## src/rtl/rxpol_pkg.sv

```systemverilog
package rxpol_pkg;

   typedef enum logic [1:0] {
      EV_NONE = 2'd0,
      EV_GOOD = 2'd1,
      EV_REV  = 2'd2
   } ev_kind_e;

   function automatic ev_kind_e classify(input logic strobe, input logic reversed);
      if (!strobe)
         return EV_NONE;
      else if (reversed)
         return EV_REV;
      else
         return EV_GOOD;
   endfunction

endpackage

```

## src/rtl/rxpol_run_count.sv

```systemverilog
module rxpol_run_count
   import rxpol_pkg::*;
#(
   parameter int LIMIT = 7
) (
   input  logic clk,
   input  logic rst,
   input  logic strobe,
   input  logic reversed,
   output logic hit
);
   localparam int CW = (LIMIT > 2) ? $clog2(LIMIT) : 1;
   localparam logic [CW-1:0] LAST = CW'(LIMIT - 1);

   generate
      if (LIMIT < 2) begin : g_bad_limit
         $error("rxpol_run_count: LIMIT must be at least 2");
      end
   endgenerate

   ev_kind_e        kind;
   logic [CW-1:0]   run_q;

   always_comb begin
      kind = classify(strobe, reversed);
      hit  = (kind == EV_REV) && (run_q == LAST);
   end

   always_ff @(posedge clk) begin
      if (rst) begin
         run_q <= '0;
      end else begin
         unique case (kind)
            EV_GOOD: run_q <= '0;
            EV_REV:  run_q <= hit ? '0 : run_q + 1'b1;
            default: run_q <= run_q;
         endcase
      end
   end

   // a correctly polarized event restarts the run
   p_good_restarts_r4: assert property (@(posedge clk) disable iff (rst)
      (strobe && !reversed) |=> (run_q == '0));

   // cycles without a strobe leave the run unchanged
   p_idle_holds_r9: assert property (@(posedge clk) disable iff (rst)
      !strobe |=> $stable(run_q));

   // the run never exceeds the last index
   p_run_in_range_r2: assert property (@(posedge clk) disable iff (rst)
      run_q <= LAST);

endmodule

```

## src/rtl/rxpol_flag.sv

```systemverilog
module rxpol_flag #(
   parameter int N_SRC = 2
) (
   input  logic             clk,
   input  logic             rst,
   input  logic [N_SRC-1:0] set_req,
   output logic             flag
);
   generate
      if (N_SRC < 1) begin : g_bad_src
         $error("rxpol_flag: N_SRC must be at least 1");
      end
   endgenerate

   logic any_set;
   logic flag_q;

   always_comb any_set = |set_req;

   always_ff @(posedge clk) begin
      if (rst)
         flag_q <= 1'b0;
      else if (any_set)
         flag_q <= 1'b1;
   end

   assign flag = flag_q;

   // the flag holds until reset
   p_sticky_r6: assert property (@(posedge clk) disable iff (rst)
      flag_q |=> flag_q);

   // a request from either source sets the flag
   p_any_source_sets_r5: assert property (@(posedge clk) disable iff (rst)
      (set_req != '0) |=> flag_q);

   // reset clears the flag
   p_reset_clears_r8: assert property (@(posedge clk)
      rst |=> !flag_q);

endmodule

```

## src/rtl/rxpol_fix.sv

```systemverilog
module rxpol_fix #(
   parameter int DATA_W  = 8,
   parameter bit OUT_REG = 1'b0
) (
   input  logic              clk,
   input  logic              rst,
   input  logic              invert,
   input  logic [DATA_W-1:0] din,
   output logic [DATA_W-1:0] dout
);
   generate
      if (DATA_W < 1) begin : g_bad_width
         $error("rxpol_fix: DATA_W must be at least 1");
      end
   endgenerate

   logic [DATA_W-1:0] mask;
   always_comb mask = {DATA_W{invert}};

   generate
      if (OUT_REG) begin : g_reg
         logic [DATA_W-1:0] dout_q;
         always_ff @(posedge clk) begin
            if (rst)
               dout_q <= '0;
            else
               dout_q <= din ^ mask;
         end
         assign dout = dout_q;
      end else begin : g_comb
         assign dout = din ^ mask;
      end
   endgenerate

endmodule

```

## src/rtl/rx_polarity_guard.sv

```systemverilog
module rx_polarity_guard
   import rxpol_pkg::*;
#(
   parameter int DATA_W    = 8,
   parameter int LP_LIMIT  = 7,
   parameter int PKT_LIMIT = 3,
   parameter bit OUT_REG   = 1'b0
) (
   input  logic              clk,
   input  logic              rst,
   input  logic              lp_stb,
   input  logic              lp_rev,
   input  logic              pkt_stb,
   input  logic              pkt_rev,
   input  logic [DATA_W-1:0] rx_in,
   output logic              rev_flag,
   output logic [DATA_W-1:0] rx_out
);
   localparam int N_SRC = 2;

   logic [N_SRC-1:0] src_stb;
   logic [N_SRC-1:0] src_rev;
   logic [N_SRC-1:0] src_hit;

   always_comb begin
      src_stb = {pkt_stb, lp_stb};
      src_rev = {pkt_rev, lp_rev};
   end

   generate
      for (genvar g = 0; g < N_SRC; g++) begin : g_src
         localparam int LIM = (g == 0) ? LP_LIMIT : PKT_LIMIT;
         rxpol_run_count #(.LIMIT(LIM)) u_run (
            .clk      (clk),
            .rst      (rst),
            .strobe   (src_stb[g]),
            .reversed (src_rev[g]),
            .hit      (src_hit[g])
         );
      end
   endgenerate

   rxpol_flag #(.N_SRC(N_SRC)) u_flag (
      .clk     (clk),
      .rst     (rst),
      .set_req (src_hit),
      .flag    (rev_flag)
   );

   rxpol_fix #(.DATA_W(DATA_W), .OUT_REG(OUT_REG)) u_fix (
      .clk    (clk),
      .rst    (rst),
      .invert (rev_flag),
      .din    (rx_in),
      .dout   (rx_out)
   );

   // the flag only rises when a reversed strobe was sampled
   p_rise_needs_event_r2: assert property (@(posedge clk) disable iff (rst)
      $rose(rev_flag) |-> $past((lp_stb && lp_rev) || (pkt_stb && pkt_rev)));

   generate
      if (!OUT_REG) begin : g_chk_comb
         // the data path follows the flag
         p_data_follows_r7: assert property (@(posedge clk) disable iff (rst)
            (rx_out == (rev_flag ? ~rx_in : rx_in)));
      end
   endgenerate

endmodule

```

## config.mk

```make
export PLATFORM = sky130hd
export DESIGN_NAME = rx_polarity_guard
export DESIGN_NICKNAME = d
export VERILOG_FILES = /design/src/rtl/rxpol_pkg.sv /design/src/rtl/rxpol_run_count.sv /design/src/rtl/rxpol_flag.sv /design/src/rtl/rxpol_fix.sv /design/src/rtl/rx_polarity_guard.sv
export SDC_FILE = /design/constraint.sdc
export NUM_CORES = 1
export LEC_CHECK = 0
export BUFFER_PORTS_ARGS = -buffer_cell sky130_fd_sc_hd__buf_4
export CORE_UTILIZATION = 24
export DETAILED_ROUTE_END_ITERATION = 10
export GPL_ROUTABILITY_DRIVEN = 0
export HOLD_SLACK_MARGIN = 0.03
export PLACE_DENSITY = 0.57
export REMOVE_ABC_BUFFERS = 1
export SLEW_MARGIN = 20
export SYNTH_ARGS = -nofsm -noshare
export SYNTH_HDL_FRONTEND = slang
export SYNTH_HIERARCHICAL = 1
export SYNTH_SLANG_ARGS = --single-unit
```

## constraint.sdc

```tcl
create_clock -name clk -period 1.57 [get_ports clk]
set_clock_uncertainty 0.2 [all_clocks]
set_input_delay 0.157 -clock clk [delete_from_list [all_inputs] [get_ports clk]]
set_output_delay 0.157 -clock clk [all_outputs]
set_load 0.1 [all_outputs]
```

Yosys cells after proc, flatten, opt, wreduce, memory -nomap -nowiden
Cells that the tools add are included.
{"block": "word_totals", "register_bits": 6, "output_inout_bits": 9, "word_cells": 25}
{"block": "op_classes", "add_sub_neg": 2, "n_eq_ne": 6, "n_mux": 8, "n_bitwise": 1, "n_reduce_logical": 5}
{"op": "two-way mux 2 bit", "count": 5}
{"op": "XOR 8 bit", "count": 1}
{"op": "equality test 2 bit (second input constant)", "count": 3}
{"op": "case mux 3 bit (2 select lines)", "count": 1}
{"op": "equality test 2 x 1 -> 1 bit (second input constant)", "count": 2}
{"op": "case mux 2 bit (2 select lines)", "count": 1}
{"op": "nonzero test 2 bit", "count": 2}
{"op": "adder 3 x 1 -> 3 bit (second input constant)", "count": 1}
{"op": "equality test 3 bit (second input constant)", "count": 1}
{"op": "two-way mux 3 bit", "count": 1}
{"op": "adder 2 x 1 -> 2 bit (second input constant)", "count": 1}
{"op": "logical AND 1 bit", "count": 2}
{"op": "OR reduction 2 bit", "count": 1}

Logic depth before layout (Yosys ltp)
{"block": "logic_depth", "depth_word": 6, "ltp_mapped": 6}

Cells and area by module
Netlist, hierarchy kept.
{"module": "rxpol_run_count (g_src[0].u_run)", "n_inst": 1, "cells_per_inst": 20, "area_each_um2": 162.7, "seq_area_each_um2": 60.1}
{"module": "rxpol_run_count (g_src[1].u_run)", "n_inst": 1, "cells_per_inst": 9, "area_each_um2": 93.8, "seq_area_each_um2": 40.0}
{"module": "rxpol_fix", "n_inst": 1, "cells_per_inst": 9, "area_each_um2": 81.3, "seq_area_each_um2": 0.0}
{"module": "rxpol_flag", "n_inst": 1, "cells_per_inst": 3, "area_each_um2": 28.8, "seq_area_each_um2": 20.0}

Worst setup path before layout
Ideal clock, no wire load.
{"block": "synth_path", "path_kind": "reg-to-output", "from": "register u_flag.flag_q (netlist: u_flag/flag)", "to": "output rx_out[0]", "arrival_time_ps": 2647, "required_time_ps": 1213, "path_slack_ps": -1434, "path_stages_with_launch": 3, "path_buffers": 1, "path_cell_list": "dfxtp_1 -> buf_6 -> xor2_1"}
{"block": "synth_via", "elab_chain_cells": 1}
{"element": "start, declared", "line_no": "rxpol_flag.sv:16", "source": "logic flag_q;"}
{"element": "start signal, assigned", "line_no": "rxpol_flag.sv:22", "source": "flag_q <= 1'b0;"}
{"element": "start signal, assigned", "line_no": "rxpol_flag.sv:24", "source": "flag_q <= 1'b1;"}
{"element": "XOR 8 bit", "line_no": "rxpol_fix.sv:31", "source": "assign dout = din ^ mask;"}
{"element": "end, declared", "line_no": "rx_polarity_guard.sv:17", "source": "output logic [DATA_W-1:0] rx_out"}
No other way between the ends.

Worst setup path in the final report
{"block": "layout_path", "from": "register u_flag.flag_q (netlist: u_flag/flag)", "to": "output rx_out[2]"}
The elaborated chain is that of the path after synthesis.

==> results.md <==
- Via count: 399
- Max FO, Critical Path: 5
- Post-DR wirelength/cell: 11.1 um
- Slowest-stage cell, CP: dfxtp_2
- Fin crit share: 97.7%
- Post-synth cell types: 17
- R2r endpoint: g_src[0].u_run/run_q[1]
- Largest cells by area after synthesis: dfxtp_1, xor2_1, a21oi_1, ha_1, nand4b_1
- Reg power frac: 32.3%
- Max-slew violations: 0
- Status: finished clean
- H-tree lvl count: 1
- Peak Freq: 652 MHz
- Pwr Density: 675 nW/um2
- Clock power share: 27.2%
- Vias in the first global route: 336
- Worst-Skew Late Latency: 0.24 ns
- FP Rows: 13
- Crit path kind: reg2out
- Share of cells above drive strength 1: 47.2%
- Worst-path cell chain: buf_6 -> xor2_1 -> buf_6
- Mapped Cells: 41
- Clk root buf: clkbuf_4
- Clock slew at reported path FFs: 0.04 ns
- Synth-to-Final Area Change: 101%
- Synth Register Bits: 6
- DRT Wirelength: 967 um
- Final ANT Viol Nets: 0
- Sequential area share after synthesis: 32.8%
- Worst-Margin Slew: 0.276 ns
- Layout Cells excl Fill: 87
- Most common cell after layout, fill and taps aside: buf_4
- 1st-iter DRT viols: 3
- RR Startpoint: g_src[0].u_run/run_q[0]
- Largest area contributor in the netlist: dfxtp_1
- Nets@finish: 90
- Critical path launch point type: register
- Most frequent cells in the layout: buf_4, buf_6, a21oi_1, dfxtp_1, dlygate4sd3_1
- Hold Path Stages: 3
- Most crowded layer after global routing: met2
- Met3 usage in global routing: 4.89%
- Hold Path End: g_src[1].u_run/run_q[1]
- Die W: 41.1 um
- Worst EP required: 1.21 ns
- Post-CTS Setup Inserts: 0
- Final hold viol count: 0
- R2r setup slk: 0.11 ns
- Reg2reg path depth: 5
- CP peak stage delay: 0.35 ns
- Number of max-cap violations: 0
- Area share of the largest cell type after synthesis: 32.8%
- Internal Power: 318 uW
- Worst hold start: pkt_rev
- Final Util: 53.8%
- Global Route Usage Sum: 12.1%
- Gate power share: 40.5%
- Minimum clock period: 1.53 ns
- Worst EP arrival: 1.18 ns
- GRT met2 Usage: 21.1%
- # setup viols final: 0
- I/O Buffers: 22
- DR vias/cell: 4.59
- Largest net degree at the start of global routing: 10
- Switch Pwr: 178 uW
- Switching Fraction: 35.9%
- Max clock buf depth: 2
- Max-slew headroom: 81.7%
- Syn_area_per_cell: 8.94 um2
- Router iterations before antenna repair: 2
- GR Util met1: 12.7%
- Yosys warnings: 6
- Initial core utilization: 26.8%
- Type of the worst min-delay path: in2reg
- Congestion Overflow GR: 0
- Critical Path End Type: output port
- IO Pins: 23
- Placed Cells: 78
- Die area: 1690 um2
- Detailed Place HPWL: 632 um
- Largest vdd supply drop: 0.000411 V
- TritonCTS Buffers: 3
- CP most frequent cell: buf_6
- Lkg Pwr: 0.000337 uW
- Initial antenna violation count: 0
- Die Y: 41.1 um
- Global-route wire length before repair: 1310 um
- DRC violations left: 0
- Post-Syn Area: 367 um2
- # fillers: 130
- Placeable Area: 1370 um2
- CTS tree: yes
- CTS Sinks: 6
- ANT cells: 0
[repair_timing]
action                                  4_1_cts  5_1_grt
endpoints found under the setup margin        7       10
hold buffers                                  6        0
gates cloned                                  0        1
endpoints found under the hold margin         6        0
gates resized for setup                       7       18
[sequential cells by signal (all words and copies together), names as in the netlist]
name               flops
g_src.u_run/run_q      5
u_flag/flag            1
[how the worst max path moves through the flow]
stage	start	to	slack, ns	cells after the start
global route	u_flag/flag	rx_out[2]	-0.02	3
CTS	u_flag/flag	rx_out[2]	0.0003	3
global placement	g_src[0].u_run/run_q[0]	g_src[0].u_run/run_q[1]	0.14	4
floorplan	u_flag/flag	rx_out[0]	-1.45	1
finish	u_flag/flag	rx_out[2]	0.04	3
detailed placement	g_src[0].u_run/run_q[0]	g_src[0].u_run/run_q[1]	0.13	5
[synthesized netlist by cell type]
cell	n
o21ai_0	1
ha_1	2
a21oi_1	5
xor2_1	8
inv_1	2
or3b_1	1
nand4b_1	2
and4b_2	1
nand2_1	4
nand4bb_1	1
nand4_1	1
buf_6	1
nor3_1	1
dfxtp_1	6
nor3b_1	1
nand2b_1	2
nor2_1	2
[through the flow]
| stage | cell area, um2 | setup TNS, ns | setup WS [ns] | total power (uW) | hold WS, ns |
|---|---|---|---|---|---|
| 2_1_floorplan | 355 | -11.73 | -1.45 | 272 | 0.0261 |
| 3_3_place_gp | 547 | 0 | 0.143 | 326 | 0.178 |
| 3_5_place_dp | 547 | 0 | 0.129 | 327 | 0.178 |
| 4_1_cts | 656 | 0 | 0.000344 | 486 | 0.0324 |
| 5_1_grt | 736 | -0.0159 | -0.0159 | 520 | 0.0549 |
| 6_report | 736 | 0 | 0.0354 | 496 | 0.0175 |
[critical path: cells and delay by family (launching register included)]
| kind | cells | cell delay [ns] |
|---|---|---|
| buffers and inverters | 2 | 0.39 |
| DFF | 1 | 0.35 |
| xor gates and xnor gates | 1 | 0.20 |
[power by group through the flow]
stage	clock, uW	sequential [uW]	combinational (uW)
floorplan	0	164	108
finish	135	160	201
global placement	0	163	163
CTS	143	160	183
detailed placement	0	163	164
global route	148	161	211
[layout make-up]
class	instances	area (um2)	share of cell area (%)
Sequential cell	6	121	16.5
Timing Repair Buffer	29	294	40.0
Tap cell	15	18.8	2.55
Inverter	2	7.51	1.02
Clock buffer	3	22.5	3.06
Multi-Input combinational cell	32	272	36.9
[layer usage]
metal  vias up  wire length, um
met3         2               88
met5         -                0
met2        19              516
met4         0                7
met1       180              355
li1        198                -
[kinds of logic after synthesis]
family          count (synthesis)  share of synthesized area (%)
compound gates                  6                           8.19
xor+xnor                        8                           19.1
fa+ha+maj                       2                           6.82
buf+inv                         3                           5.12
flops                           6                           32.8
simple gates                   16                           28.0
No activity file was read; power rests on OpenSTA's default activity.
